<file path="src/rtl/fpm_dram_ctrl.sv">
module fpm_dram_ctrl #(
  parameter int T_RCD  = 2,
  parameter int T_CAS  = 3,
  parameter int T_CP   = 1,
  parameter int T_RP   = 3,
  parameter int T_RAS  = 6,
  parameter int T_PAGE = 1000
) (
  input  logic        clk,
  input  logic        rst_n,
  input  logic        req_valid,
  input  logic        req_write,
  input  logic [15:0] req_addr,
  input  logic [1:0]  req_be,
  input  logic [15:0] req_wdata,
  output logic        req_ready,
  output logic [15:0] rsp_rdata,
  input  logic        ref_req,
  output logic        ref_ack,
  output logic [7:0]  dram_addr,
  output logic        dram_ras_n,
  output logic        dram_lcas_n,
  output logic        dram_ucas_n,
  output logic        dram_we_n,
  output logic        dram_oe_n,
  output logic [15:0] dram_dq_out,
  output logic        dram_dq_oe,
  input  logic [15:0] dram_dq_in
);

  localparam int CW       = $clog2(T_PAGE + 1);
  localparam int PAGE_LIM = T_PAGE - T_CAS - 2;

  typedef enum logic [2:0] {S_IDLE, S_RCD, S_COL, S_CAS, S_OPEN, S_PRE, S_CBR_SET, S_CBR} st_t;

  st_t           st;
  logic [CW-1:0] cnt, ras_cnt, hi_cnt;
  logic [7:0]    row_q, col_q;
  logic [1:0]    be_q;
  logic          wr_q;

  logic hit, cp_ok, ras_ok, page_end, want_close;
  assign hit        = req_addr[15:8] == row_q;
  assign cp_ok      = cnt >= CW'(T_CP);
  assign ras_ok     = ras_cnt >= CW'(T_RAS - 1);
  assign page_end   = ras_cnt >= CW'(PAGE_LIM);
  assign want_close = ref_req || page_end || (req_valid && !hit);

  always_ff @(posedge clk or negedge rst_n) begin
    if (!rst_n) begin
      st <= S_IDLE;
      cnt <= '0;
      ras_cnt <= '0;
      row_q <= '0;
      col_q <= '0;
      be_q <= '0;
      wr_q <= 1'b0;
      req_ready <= 1'b0;
      rsp_rdata <= '0;
      ref_ack <= 1'b0;
      dram_addr <= '0;
      dram_ras_n <= 1'b1;
      dram_lcas_n <= 1'b1;
      dram_ucas_n <= 1'b1;
      dram_we_n <= 1'b1;
      dram_oe_n <= 1'b1;
      dram_dq_out <= '0;
      dram_dq_oe <= 1'b0;
    end else begin
      req_ready <= 1'b0;
      ref_ack <= 1'b0;
      ras_cnt <= dram_ras_n ? '0 : ras_cnt + 1'b1;
      cnt <= cnt + 1'b1;
      case (st)
        S_IDLE: begin
          if (ref_req) begin
            dram_lcas_n <= 1'b0;
            dram_ucas_n <= 1'b0;
            st <= S_CBR_SET;
            cnt <= '0;
          end else if (req_valid) begin
            row_q <= req_addr[15:8];
            col_q <= req_addr[7:0];
            be_q <= req_be;
            wr_q <= req_write;
            dram_dq_out <= req_wdata;
            dram_addr <= req_addr[15:8];
            dram_ras_n <= 1'b0;
            st <= S_RCD;
            cnt <= '0;
          end
        end
        S_RCD: begin
          if (cnt == CW'(T_RCD - 1)) begin
            dram_addr <= col_q;
            dram_we_n <= !wr_q;
            dram_oe_n <= wr_q;
            dram_dq_oe <= wr_q;
            st <= S_COL;
            cnt <= '0;
          end
        end
        S_COL: begin
          dram_lcas_n <= !be_q[0];
          dram_ucas_n <= !be_q[1];
          st <= S_CAS;
          cnt <= '0;
        end
        S_CAS: begin
          if (cnt == CW'(T_CAS - 1)) begin
            dram_lcas_n <= 1'b1;
            dram_ucas_n <= 1'b1;
            dram_we_n <= 1'b1;
            dram_oe_n <= 1'b1;
            dram_dq_oe <= 1'b0;
            req_ready <= 1'b1;
            if (!wr_q) rsp_rdata <= dram_dq_in & {{8{be_q[1]}}, {8{be_q[0]}}};
            st <= S_OPEN;
            cnt <= '0;
          end
        end
        S_OPEN: begin
          if (want_close) begin
            if (ras_ok) begin
              dram_ras_n <= 1'b1;
              st <= S_PRE;
              cnt <= '0;
            end
          end else if (req_valid && cp_ok) begin
            col_q <= req_addr[7:0];
            be_q <= req_be;
            wr_q <= req_write;
            dram_addr <= req_addr[7:0];
            dram_we_n <= !req_write;
            dram_oe_n <= req_write;
            dram_dq_oe <= req_write;
            dram_dq_out <= req_wdata;
            st <= S_COL;
            cnt <= '0;
          end
        end
        S_PRE: begin
          if (cnt == CW'(T_RP - 1)) st <= S_IDLE;
        end
        S_CBR_SET: begin
          dram_ras_n <= 1'b0;
          st <= S_CBR;
          cnt <= '0;
        end
        S_CBR: begin
          if (cnt == CW'(T_RAS - 1)) begin
            dram_ras_n <= 1'b1;
            dram_lcas_n <= 1'b1;
            dram_ucas_n <= 1'b1;
            ref_ack <= 1'b1;
            st <= S_PRE;
            cnt <= '0;
          end
        end
        default: st <= S_IDLE;
      endcase
    end
  end

  always_ff @(posedge clk or negedge rst_n) begin
    if (!rst_n) hi_cnt <= CW'(T_RP);
    else if (!dram_ras_n) hi_cnt <= '0;
    else if (hi_cnt < CW'(T_RP)) hi_cnt <= hi_cnt + 1'b1;
  end

  AST_RAS_MIN_LOW: assert property (@(posedge clk) disable iff (!rst_n)
    $rose(dram_ras_n) |-> $past(ras_cnt) >= CW'(T_RAS - 1));
  AST_RAS_PRECHARGE: assert property (@(posedge clk) disable iff (!rst_n)
    $fell(dram_ras_n) |-> $past(hi_cnt) >= CW'(T_RP - 1));
  AST_PAGE_BOUND: assert property (@(posedge clk) disable iff (!rst_n)
    !dram_ras_n |-> ras_cnt < CW'(T_PAGE));
  AST_EARLY_WRITE: assert property (@(posedge clk) disable iff (!rst_n)
    (($fell(dram_lcas_n) || $fell(dram_ucas_n)) && !dram_ras_n && !dram_we_n)
      |-> (!$past(dram_we_n) && $past(dram_dq_oe)));
  AST_CBR_ORDER: assert property (@(posedge clk) disable iff (!rst_n)
    ($fell(dram_ras_n) && !dram_lcas_n)
      |-> (!$past(dram_lcas_n) && !$past(dram_ucas_n) && dram_oe_n && !dram_dq_oe));
  AST_READY_PULSE: assert property (@(posedge clk) disable iff (!rst_n)
    req_ready |=> !req_ready);

endmodule

</file>
<file path="config.mk">
export PLATFORM = sky130hd
export DESIGN_NAME = fpm_dram_ctrl
export DESIGN_NICKNAME = d
export VERILOG_FILES = /design/src/rtl/fpm_dram_ctrl.sv
export SDC_FILE = /design/constraint.sdc
export NUM_CORES = 1
export LEC_CHECK = 0
export ABC_AREA = 1
export BUFFER_PORTS_ARGS = -buffer_cell sky130_fd_sc_hd__buf_2
export CAP_MARGIN = 40
export CORE_MARGIN = 10
export CORE_UTILIZATION = 40
export DETAILED_ROUTE_END_ITERATION = 8
export PLACE_DENSITY_LB_ADDON = 0.05
export REMOVE_ABC_BUFFERS = 1
export SYNTH_ARGS = -nofsm -noshare
export SYNTH_HDL_FRONTEND = slang
export SYNTH_SLANG_ARGS = --single-unit
</file>
<file path="constraint.sdc">
create_clock -name clk -period 3.75 [get_ports clk]
set_clock_uncertainty 0.05 [all_clocks]
set_input_delay 0.375 -clock clk [delete_from_list [all_inputs] [get_ports clk]]
set_output_delay 0.375 -clock clk [all_outputs]
set_load 0.005 [all_outputs]
</file>
* After elaboration in Yosys (flattened, before gate mapping)
Cells that the tools add are included.
** Word-level totals
- Output and inout bits :: 48
- Bits in registers :: 90
- Input bits :: 55
- Logic and storage cells :: 141
** Cells by class
- Bitwise operators :: 3
- Muxes and demuxes :: 66
- Equality and inequality tests :: 25
- $lt $le $gt $ge :: 3
- Reductions and logical operators :: 24
- $add $sub $neg :: 2
** Operators with widths (number)
- $mux W10 :: 9
- $mux W16 :: 4
- $pmux W10 S6 :: 1
- $mux W8 :: 7
- $pmux W16 S2 :: 1
- $mux W3 :: 9
- $pmux W3 S8 :: 1
- $pmux W8 S3 :: 1
- $ne A2 B2 Y1 const B :: 11
- $add A10 B1 Y10 const B :: 2
- $mux W1 :: 20
- $and A16 B16 Y16 :: 1
- $pmux W8 S2 :: 1
- $eq A3 B3 Y1 const B :: 4
- $pmux W1 S4 :: 3
- $reduce_and A6 Y1 :: 2
- $eq A10 B1 Y1 const B :: 1
- $eq A10 B2 Y1 const B :: 1
- $eq A10 B3 Y1 const B :: 1
- $ge A10 B1 Y1 const B :: 1
- $ge A10 B10 Y1 const B :: 1
- $ge A10 B3 Y1 const B :: 1
- $reduce_and A5 Y1 :: 2
- $ne A3 B3 Y1 const B :: 3
- 19 further kinds :: 35

* Longest topological paths before layout
Gate-level depths: netlist (run 1).
- Depth in word-level cells :: 6
- Mapped depth :: 14

* Worst setup path before layout (run 1)
OpenSTA, ideal clock, no wires.
- Path type :: flip-flop to flip-flop
- Start point :: register ras_cnt[0]
- End point :: register dram_dq_out[10]
- Buffers on the path :: 2
- Slack :: 1964 ps
- Data required time :: 3635 ps
- Arrival time :: 1671 ps
- Period minus slack after synthesis :: 1786 ps
- Cell stages (with the launch flop) :: 11
- Cells stage by stage :: dfrtp_1 -> ha_1 -> nor2_1 -> nand3_1 -> a31oi_1 -> nand2_1 -> nand2_2 -> buf_4 -> buf_2 -> nand3_1 -> nand2_1
** Between the ends
- Word-level cells in the longest chain between the ends :: 5
** Ends and longest elaborated chain
- start: declaration :: RTL line 37 : logic [CW-1:0] cnt, ras_cnt, hi_cnt;
- start signal: assignment :: RTL line 72 : ras_cnt <= dram_ras_n ? '0 : ras_cnt + 1'b1;
- $ge A10 B10 Y1 :: RTL line 46 : assign page_end = ras_cnt >= CW'(PAGE_LIM);
- $logic_or A1 B1 Y1 (2 in series) :: RTL line 47 : assign want_close = ref_req || page_end || (req_valid && !hit);
- $ne A2 B2 Y1 (no line)
- $reduce_and A5 Y1 (no line)
- end signal: assignment :: RTL line 86 : dram_dq_out <= req_wdata;
- end signal: assignment :: RTL line 137 : dram_dq_out <= req_wdata;
- end: declaration :: RTL line 26 : output logic [15:0] dram_dq_out,
No other way between the ends.
A chain may end at the register's enable or synchronous reset.

* Worst setup path after layout (run 1)
- Start point :: register st[1]
- End point :: register wr_q
** Between the ends
- Word-level cells in the longest chain between the ends :: 3
** Ends and longest elaborated chain
- start: declaration :: RTL line 36 : st_t st;
- start signal: assignment :: RTL line 51 : st <= S_IDLE;
- start signal: assignment :: RTL line 79 : st <= S_CBR_SET;
- start signal: assignment :: RTL line 89 : st <= S_RCD;
- $eq A3 B3 Y1 or $logic_not A3 Y1 (tied branches) :: RTL line 74 : case (st)
- $ne A2 B2 Y1 (no line) or $reduce_bool A2 Y1 (tied branches)
- $reduce_and A5 Y1 (no line)
- end signal: assignment :: RTL line 85 : wr_q <= req_write;
- end signal: assignment :: RTL line 132 : wr_q <= req_write;
- end: declaration :: RTL line 40 : logic wr_q;
Parallel ways exist; a longest one is shown, timed or not.

==> results of run 1 <==
==> kinds of logic after synthesis <==
family                   share of synthesized area (%)
XOR/XNOR                                          1.61
flip-flops                                        51.8
AO/OA/AOI/OAI                                     10.2
buffers and inverters                             7.61
adder cells (fa/ha/maj)                           2.01
AND/OR/NAND/NOR                                   26.8
==> through the flow <==
stage	worst slack (ns)	hold WS (ns)	util (%)	cell area, um^2
2_1_floorplan	1.57	0.0294	-	4270
3_3_place_gp	0.871	0.401	46.3	4970
3_5_place_dp	0.967	0.297	46.6	5010
4_1_cts	0.955	0.165	48.5	5210
5_1_grt	0.696	0.161	48.5	5210
6_report	1.04	0.178	48.5	5210
==> state kept, by name, indices dropped and copies added, names as in the netlist, 2 cells and up <==
name and cells:
dram_addr 8, rsp_rdata 16, col_q 8, cnt 10
st 3, row_q 8, dram_dq_out 16, ras_cnt 10
be_q 2
==> cells in the final DEF, fill, tap and decap left out, types with 2 or more instances in the layout <==
cell	n
clkinvlp_4	2
o211ai_1	2
xor2_1	4
nand2_1	133
buf_4	3
inv_2	2
nand2_2	3
nor3b_1	4
ha_1	7
a31oi_1	2
nor2_1	47
a21oi_1	11
nand3_2	4
inv_1	61
clkbuf_8	9
o21ai_0	33
dfrtp_1	85
a221oi_1	8
nor3_1	9
nand4_1	3
o21ai_2	9
xnor2_1	4
dfstp_2	5
buf_2	101
nand3_1	56
o21ai_1	3
==> power groups by stage <==
stage	combinational [uW]	clock [uW]	sequential [uW]
6_report	1540	664	1600
5_1_grt	1780	732	1650
2_1_floorplan	1000	0	1590
4_1_cts	1570	686	1600
3_3_place_gp	1520	0	1610
3_5_place_dp	1570	0	1620
==> tightest hold or removal path, cell delays in order <==
cell and delay (ns):
buf_2 0.07, nand3_1 0.06, nand2_1 0.06
==> routing by layer <==
| layer | vias to the layer above | wire length [um] | GRT usage (%) |
|---|---|---|---|
| li1 | 1884 | - | - |
| met1 | 1690 | 5310 | 19.4 |
| met2 | 102 | 4920 | 20.5 |
| met3 | 9 | 707 | 4.38 |
| met4 | 0 | 121 | 3.98 |
| met5 | - | 0 | 0 |
==> timing repair <==
item | CTS | global route
hold buffers | 1 | 0
setup endpoints to repair | 0 | 0
endpoints found under the hold margin | 27 | 0
==> worst max-delay path by stage <==
stage                              start                       end  slack [ns]  depth (start not counted)
global route        ras_cnt[0]$_DFF_PN0_  dram_addr[3]$_DFFE_PN0P_        0.70                          9
detailed placement  ras_cnt[0]$_DFF_PN0_  dram_addr[2]$_DFFE_PN0P_        0.97                          9
finish                 st[1]$_DFFE_PN0P_          wr_q$_DFFE_PN0P_        1.04                          6
CTS                 ras_cnt[0]$_DFF_PN0_  dram_addr[2]$_DFFE_PN0P_        0.95                          9
global placement       st[1]$_DFFE_PN0P_          wr_q$_DFFE_PN0P_        0.87                          5
floorplan           ras_cnt[0]$_DFF_PN0_  dram_addr[0]$_DFFE_PN0P_        1.57                          9
==> final cells by class <==
class                   instances  area [um^2]
repair buffers                107          581
clock inverters                 6         67.6
multi-input cells             352         1770
well taps                     140          175
flip-flops and latches         90         2260
inverters                      64          240
clock buffers                   9          124
fillers                      1102         5530
==> flow_metrics.py, run 1 <==
metrics = {
    "synthesis": {
        "yosysMostFrequentCell": "nand2_1",
        "synthArstFlopShare_pct": 100,
        "synthTopCellsByCount": "nand2_1 (133), dfrtp_1 (85), inv_1 (61)",
        "yosys_warnings": 0,
        "yosys.area.top_type": "dfrtp_1",
        "ys_seq_area_share_pct": 51.8,
        "synth_area_um2": 4360,
        "avgSynthCellArea_um2": 8.32,
        "yosys.cell_types.count": 37,
        "postSynthCellCount": 524,
        "synth.top_cells.by_area": "dfrtp_1 (49%), nand2_1 (11%), nand3_1 (6.4%)",
        "synthFlopType": "dfrtp_1",
        "yosys.area.top_type_share_pct": 48.8,
        "synth_edf_count": 0,
        "synth_seq_cells": 90,
    },
    "timing": {
        "relSlewSlack_pct": 56.2,
        "final_hold_viol_count": 0,
        "post-route-period-util_pct": 72.3,
        "timing.fmax_mhz": 369,
        "finalSetupTns_ns": 0,
        "period_minus_slack_ns": 2.71,
        "worst_slew_pin_slew_ns": 0.654,
        "final_max_slew_viol_count": 0,
        "rsz0062_at_grt": "false",
        "setup_viol": 0,
    },
    "power": {
        "power.total_uw": 3810,
        "power_frac_comb_pct": 40.6,
        "ir_worst_vdd_uv": 277,
        "pwr_density_cell_nw_per_um2": 730,
        "intPower_uw": 2230,
        "seqPwrFrac_pct": 42.0,
        "p_leak_uw": 0.00272,
        "power_frac_clock_pct": 17.4,
        "power_switching_uw": 1580,
        "p_sw_share_pct": 41.5,
    },
    "route": {
        "ant_nets": 0,
        "vias": 3685,
        "drt-vias-per-instance": 4.80,
        "first_iter_violations": 228,
        "routedWlPerCell_um": 14.4,
        "drc_errors": 0,
        "dr.pass1.iters": 5,
        "wirelength_um": 11100,
    },
    "job": {
        "drv_cap": 0,
    },
    "placement": {
        "routabilityCongestion": 0.856,
        "post-dp-hpwl_um": 8220,
        "port-buffer-count": 102,
        "placedCellCount": 752,
    },
    "min_path": {
        "holdPathEnd": "dram_dq_out[11]$_DFFE_PN0P_",
        "worstHoldStart": "req_wdata[11]",
        "holdPathStages": 3,
        "hp-class": "primary input to register",
    },
    "global_route": {
        "grt_start_max_net_pins": 50,
        "grt_overflow": 0,
        "grt_pass1_vias": 3514,
        "antenna_found_initial": 0,
        "grt_pass1_wl_um": 18200,
        "grt_usage_pct": 14.0,
    },
    "clock_network": {
        "clk_pin_slew_ns": 0.10,
        "htreeDepth": 3,
        "cts.sinks": 90,
        "clockRootBuffer": "clkbuf_8",
        "post_cts_buffers": 0,
        "cts_buffer_depth": 2,
        "cts_buffers": 9,
        "clock_latency_ns": 0.37,
        "cts_tree": "yes",
        "cts_repair_resize_count": 0,
    },
    "critical_path": {
        "cp_data_arrival_time_ns": 2.88,
        "critPathTopFamily": "simple AND/OR/NAND/NOR gates",
        "crit_path_frequent_cell": "nand2_2",
        "cp_num_buf_inv": 1,
        "cp_slowest_cell": "nand2_2",
        "critPathRequiredTime_ns": 3.92,
        "reg2reg_to": "wr_q$_DFFE_PN0P_",
        "cp_cell_sequence": "nor2_1 > nand2_1 > inv_1 > nand2_2 > nand2_2 > o21ai_0",
        "crit_path_max_incr_delay_ns": 0.61,
        "reg2reg_depth": 6,
        "rr_startpoint": "st[1]$_DFFE_PN0P_",
        "setup.worst_path.end_class": "register",
        "cp_max_fo": 32,
        "r2r_setup_slack_ns": 1.04,
        "setup.worst_path.start_class": "register",
        "criticalPathCategory": "register to register",
    },
    "floorplanning": {
        "fp.dieArea_um2": 15500,
        "core_um2": 10700,
        "start_util_pct": 40.6,
        "rows": 38,
        "die_h_um": 124,
        "die_w_um": 124,
        "io-pin-count": 103,
    },
    "layout": {
        "stdcell_count": 768,
        "drive_gt1_share_pct": 23.9,
        "antenna_cells": 0,
        "layout.nets": 686,
        "area_growth_pct": 19.6,
    },
    "run_status": {
        "status": "complete, no violations",
    },
}
No activity file was read; power rests on OpenSTA's default activity.
==> inputs of run 2 (changes only) <==
==> constraint.sdc (replaced) <==
create_clock -name clk -period 2.17 [get_ports clk]
set_clock_uncertainty 0.05 [all_clocks]
set_input_delay 0.217 -clock clk [delete_from_list [all_inputs] [get_ports clk]]
set_output_delay 0.217 -clock clk [all_outputs]
set_load 0.005 [all_outputs]
==> flow_metrics.py, run 2 (synthesis results as in run 1) <==
metrics = {
    "route": {
        "routedWlPerCell_um": 14.5,
        "wirelength_um": 11300,
        "dr.pass1.iters": 4,
        "drt-met1-wl_um": 5480,
        "met2_length_um": 5040,
        "met3RoutedLength_um": 644,
        "first_iter_violations": 273,
        "vias": 3758,
        "drt-vias-per-instance": 4.83,
        "ant_nets": 0,
        "drc_errors": 0,
        "highest_layer": "met4",
    },
    "critical_path": {
        "crit_path_start": "cnt[0]$_DFF_PN0_",
        "cp_cell_sequence": "inv_1 > ha_1 > nand2_1 > nor2_1 > inv_2 > a21oi_2 > nand2_1 > or2_1 > a21oi_4 > nor2_1",
        "cp_data_arrival_time_ns": 2.17,
        "crit_path_max_incr_delay_ns": 0.42,
        "setup.worst_path.start_class": "register",
        "rr_startpoint": "cnt[0]$_DFF_PN0_",
        "setup.worst_path.end_class": "register",
        "criticalPathCategory": "register to register",
        "cp_max_fo": 5,
        "critPathRequiredTime_ns": 2.37,
        "cp_slowest_cell": "dfrtp_1",
    },
    "clock_network": {
        "cts_buffers": 9,
        "clk_pin_slew_ns": 0.09,
        "clock_latency_ns": 0.36,
        "htreeDepth": 3,
        "cts.sinks": 90,
        "cts_tree": "yes",
        "clockRootBuffer": "clkbuf_8",
        "cts_buffer_depth": 2,
    },
    "layout": {
        "top_regs": "dram_dq_out (16), rsp_rdata (16)",
        "layout.nets": 695,
        "drive_gt1_share_pct": 25.4,
        "regArea_um2": 2260,
        "final_cell_mix": "nand2_1 (131), buf_2 (101), dfrtp_1 (85)",
        "antenna_cells": 0,
        "final_common_cell": "nand2_1",
        "multi_input_area_um2": 1800,
        "nFillCells": 1084,
        "area_growth_pct": 22.7,
    },
    "timing": {
        "worst_slew_pin_slew_ns": 0.549,
        "finalSetupTns_ns": 0,
        "period_minus_slack_ns": 1.97,
        "timing.fmax_mhz": 507,
        "relSlewSlack_pct": 63.4,
        "post-route-period-util_pct": 90.8,
        "final_hold_viol_count": 0,
        "setup_viol": 0,
        "fin_ws_ns": 0.199,
        "final_max_slew_viol_count": 0,
    },
    "placement": {
        "post-dp-hpwl_um": 8190,
        "routabilityCongestion": 0.825,
        "port-buffer-count": 102,
        "preCtsSetupSlack_ns": 0.146,
    },
    "floorplanning": {
        "core_um2": 10700,
        "rows": 38,
        "fp.dieArea_um2": 15500,
        "die_w_um": 124,
        "io-pin-count": 103,
        "start_util_pct": 40.6,
        "die_h_um": 124,
    },
    "global_route": {
        "grt_usage_pct": 14.3,
        "grt_pass1_wl_um": 18500,
        "antenna_found_initial": 0,
        "grt_overflow": 0,
        "grt_start_max_net_pins": 43,
        "grt_pass1_vias": 3616,
    },
    "run_status": {
        "status": "complete, no violations",
    },
    "min_path": {
        "hp-class": "primary input to register",
        "worstHoldStart": "req_wdata[11]",
    },
    "power": {
        "pwr_density_cell_nw_per_um2": 1300,
        "ir_worst_vdd_uv": 519,
        "power.total_uw": 6930,
        "p_leak_uw": 0.00279,
    },
    "job": {
        "drv_cap": 0,
    },
}
==> run 2: repair_timing <==
action                     in CTS  in global routing
setup buffers                   0                  2
setup endpoints to repair       0                 16
gates resized for setup         0                  6
hold buffers                    1                  0
hold endpoints to repair       39                  0
==> run 2: metrics by stage <==
step | instances | instance area (um^2) | hold WS [ns] | utilization (%)
5_1_grt | 778 | 5350 | 0.0304 | 49.8
2_1_floorplan | 506 | 4270 | -0.129 | -
6_report | 778 | 5350 | 0.0292 | 49.8
3_5_place_dp | 758 | 5070 | 0.196 | 47.2
4_1_cts | 775 | 5300 | 0.0146 | 49.3
3_3_place_gp | 758 | 5070 | 0.204 | 47.2
==> run 2: path summary, 6_finish.rpt <==
| path | to | slack (ns) | cells past startpoint |
|---|---|---|---|
| min in group asynchronous | ras_cnt[2]$_DFF_PN0_ | 0.33 | 2 |
| max reg2reg | cnt[8]$_DFF_PN0_ | 0.20 | 10 |
| min reg2reg | dram_dq_out[12]$_DFFE_PN0P_ | 0.42 | 2 |
| max | cnt[8]$_DFF_PN0_ | 0.20 | 10 |
| max in group asynchronous | dram_oe_n$_DFFE_PN1P_ | 1.00 | 3 |
| min | dram_dq_out[11]$_DFFE_PN0P_ | 0.03 | 3 |
==> run 2: layout make-up <==
type / instances / area share (%)
clock buffer: 10 / 2.39
clock inverter: 6 / 1.68
inverter: 64 / 4.49
multi-input combinational: 353 / 33.7
sequential: 90 / 42.2
tap: 140 / 3.28
timing repair buffer: 115 / 12.2
==> run 2: worst max-delay path: cells and delay by family (launching register included) <==
family | cells | cell delay, ns
AO/OA/AOI/OAI | 2 | 0.41
adder cells (fa/ha/maj) | 1 | 0.15
buffers and inverters | 2 | 0.20
flip-flops | 1 | 0.42
AND/OR/NAND/NOR | 5 | 0.62
==> run 2: routing by layer <==
metal  global-route usage, %  up-vias
met5                       0        -
met4                    4.93        0
met3                    3.40       10
met2                    20.9       95
met1                    20.0     1748
li1                        -     1905
==> run 2: power breakdown <==
part / switching (uW) / internal (uW) / total, uW
Clock: 605 / 653 / 1260
Sequential: 459 / 2300 / 2760
Combinational: 1740 / 1170 / 2910
Total: 2810 / 4130 / 6930
==> inputs of run 3 (changes only) <==
==> constraint.sdc (replaced) <==
create_clock -name clk -period 1.65 [get_ports clk]
set_clock_uncertainty 0.05 [all_clocks]
set_input_delay 0.165 -clock clk [delete_from_list [all_inputs] [get_ports clk]]
set_output_delay 0.165 -clock clk [all_outputs]
set_load 0.005 [all_outputs]
==> flow_metrics.py, run 3 (synthesis results as in run 1) <==
metrics = {
    "run_status": {
        "status": "finished, violations left",
        "violations": "setup timing",
    },
    "timing": {
        "fin_ws_ns": -0.275,
        "period_minus_slack_ns": 1.93,
        "setup_viol": 68,
        "rsz0062_at_grt": "true",
        "relSlewSlack_pct": 57.3,
        "final_max_slew_viol_count": 0,
        "worst_slew_pin_slew_ns": 0.640,
        "final_hold_viol_count": 0,
        "timing.fmax_mhz": 519,
        "post-route-period-util_pct": 117,
    },
    "layout": {
        "antenna_cells": 0,
        "drive_gt1_share_pct": 43.9,
        "final_cell_mix": "nand2_1 (113), buf_2 (101), dfrtp_1 (83)",
        "fin_area_um2": 7090,
        "layout.nets": 823,
        "fin_util_pct": 66.0,
        "area_growth_pct": 62.8,
        "top_regs": "dram_dq_out (16), rsp_rdata (16)",
        "stdcell_count": 906,
        "final_common_cell": "nand2_1",
    },
    "placement": {
        "post-dp-hpwl_um": 8860,
        "port-buffer-count": 102,
        "routabilityCongestion": 0.838,
        "preCtsSetupSlack_ns": -0.313,
        "placedCellCount": 827,
        "dpl_cell_area_um2": 5650,
    },
    "critical_path": {
        "critPathRequiredTime_ns": 1.86,
        "cp_max_fo": 8,
        "reg2reg_depth": 11,
        "crit_path_start": "ras_cnt[1]$_DFF_PN0_",
        "r2r_setup_slack_ns": -0.28,
        "rr_startpoint": "ras_cnt[1]$_DFF_PN0_",
        "cp_data_arrival_time_ns": 2.14,
        "setup.worst_path.end": "dram_addr[1]$_DFFE_PN0P_",
        "setup.worst_path.end_class": "register",
        "setup.worst_path.start_class": "register",
        "criticalPathCategory": "register to register",
        "reg2reg_to": "dram_addr[1]$_DFFE_PN0P_",
    },
    "clock_network": {
        "clockRootBuffer": "clkbuf_8",
        "cts_buffers": 9,
        "htreeDepth": 3,
        "cts_buffer_depth": 2,
        "cts.sinks": 90,
        "clk_pin_slew_ns": 0.10,
        "cts_tree": "yes",
        "clock_latency_ns": 0.37,
    },
    "global_route": {
        "grt_pass1_wl_um": 21500,
        "grt_start_max_net_pins": 35,
        "grt_overflow": 0,
        "grt_pass1_vias": 4260,
        "antenna_found_initial": 0,
        "grt_usage_pct": 16.6,
    },
    "floorplanning": {
        "core_um2": 10700,
        "die_h_um": 124,
        "fp.dieArea_um2": 15500,
        "start_util_pct": 40.6,
        "die_w_um": 124,
        "rows": 38,
        "io-pin-count": 103,
    },
    "route": {
        "dr.pass1.iters": 4,
        "ant_nets": 0,
        "routedWlPerCell_um": 14.9,
        "drc_errors": 0,
        "drt-vias-per-instance": 4.70,
        "vias": 4262,
        "wirelength_um": 13500,
        "first_iter_violations": 235,
    },
    "job": {
        "drv_cap": 0,
    },
    "power": {
        "p_leak_uw": 0.00355,
        "ir_worst_vdd_uv": 788,
        "pwr_density_cell_nw_per_um2": 1630,
    },
    "min_path": {
        "hp-class": "primary input to register",
    },
}
## run 3: layout make-up
class                   count  area [um^2]
flip-flops and latches     90         2260
repair buffers            244         1900
inverters                  64          240
multi-input cells         352         2300
clock inverters             6         96.3
well taps                 140          175
clock buffers              10          128
fillers                   856         3650
## run 3: what timing repair did
item / 4_1_cts / 5_1_grt
hold buffers: 41 / 0
pin swaps: 7 / 23
endpoints found under the setup margin: 70 / 71
gates cloned: 3 / 0
buffers inserted: 17 / 9
hold endpoints to repair: 69 / 0
gates resized for setup: 75 / 86
## run 3: worst min path at each step
stage	end	cells past startpoint	from
after floorplan	be_q[0]$_DFFE_PN0P_	0	rst_n
after global placement	rsp_rdata[11]$_DFFE_PN0P_	1	rst_n
after detailed placement	ras_cnt[8]$_DFF_PN0_	1	rst_n
after CTS	col_q[3]$_DFFE_PN0P_	3	req_addr[3]
after global routing	rsp_rdata[10]$_DFFE_PN0P_	3	dram_dq_in[10]
final	rsp_rdata[10]$_DFFE_PN0P_	3	dram_dq_in[10]
## run 3: metal layers
layer | routed length, um | vias to the layer above | track usage (%)
li1 | - | 2168 | -
met1 | 6070 | 2005 | 20.8
met2 | 6800 | 77 | 27.9
met3 | 497 | 12 | 3.32
met4 | 165 | 0 | 5.69
met5 | 0 | - | 0
## run 3: critical path, cell delays in order, from the launching register on
cell     delay, ns
dfrtp_1       0.39
ha_2          0.19
nor2_2        0.12
nand3_1       0.09
a31oi_2       0.25
nand2_2       0.11
nand2_4       0.12
buf_12        0.12
nand3_4       0.10
buf_12        0.18
nand2_1       0.07
o21ai_2       0.05
## run 3: report_power, final
part | switching [uW] | internal [uW]
Sequential | 687 | 3040
Clock | 817 | 875
Combinational | 3130 | 3030
Total | 4630 | 6940
## run 3: per-stage QoR
| stage | TNS [ns] | hold WS [ns] | total power [uW] |
|---|---|---|---|
| 3_5_place_dp | -16.02 | 0.112 | 8230 |
| 6_report | -12.38 | 0.0271 | 11600 |
| 4_1_cts | -11.30 | 0.00118 | 11000 |
| 2_1_floorplan | -29.66 | -0.181 | 5890 |
| 5_1_grt | -19.50 | 0.0141 | 12500 |
| 3_3_place_gp | -13.89 | 0.109 | 8110 |
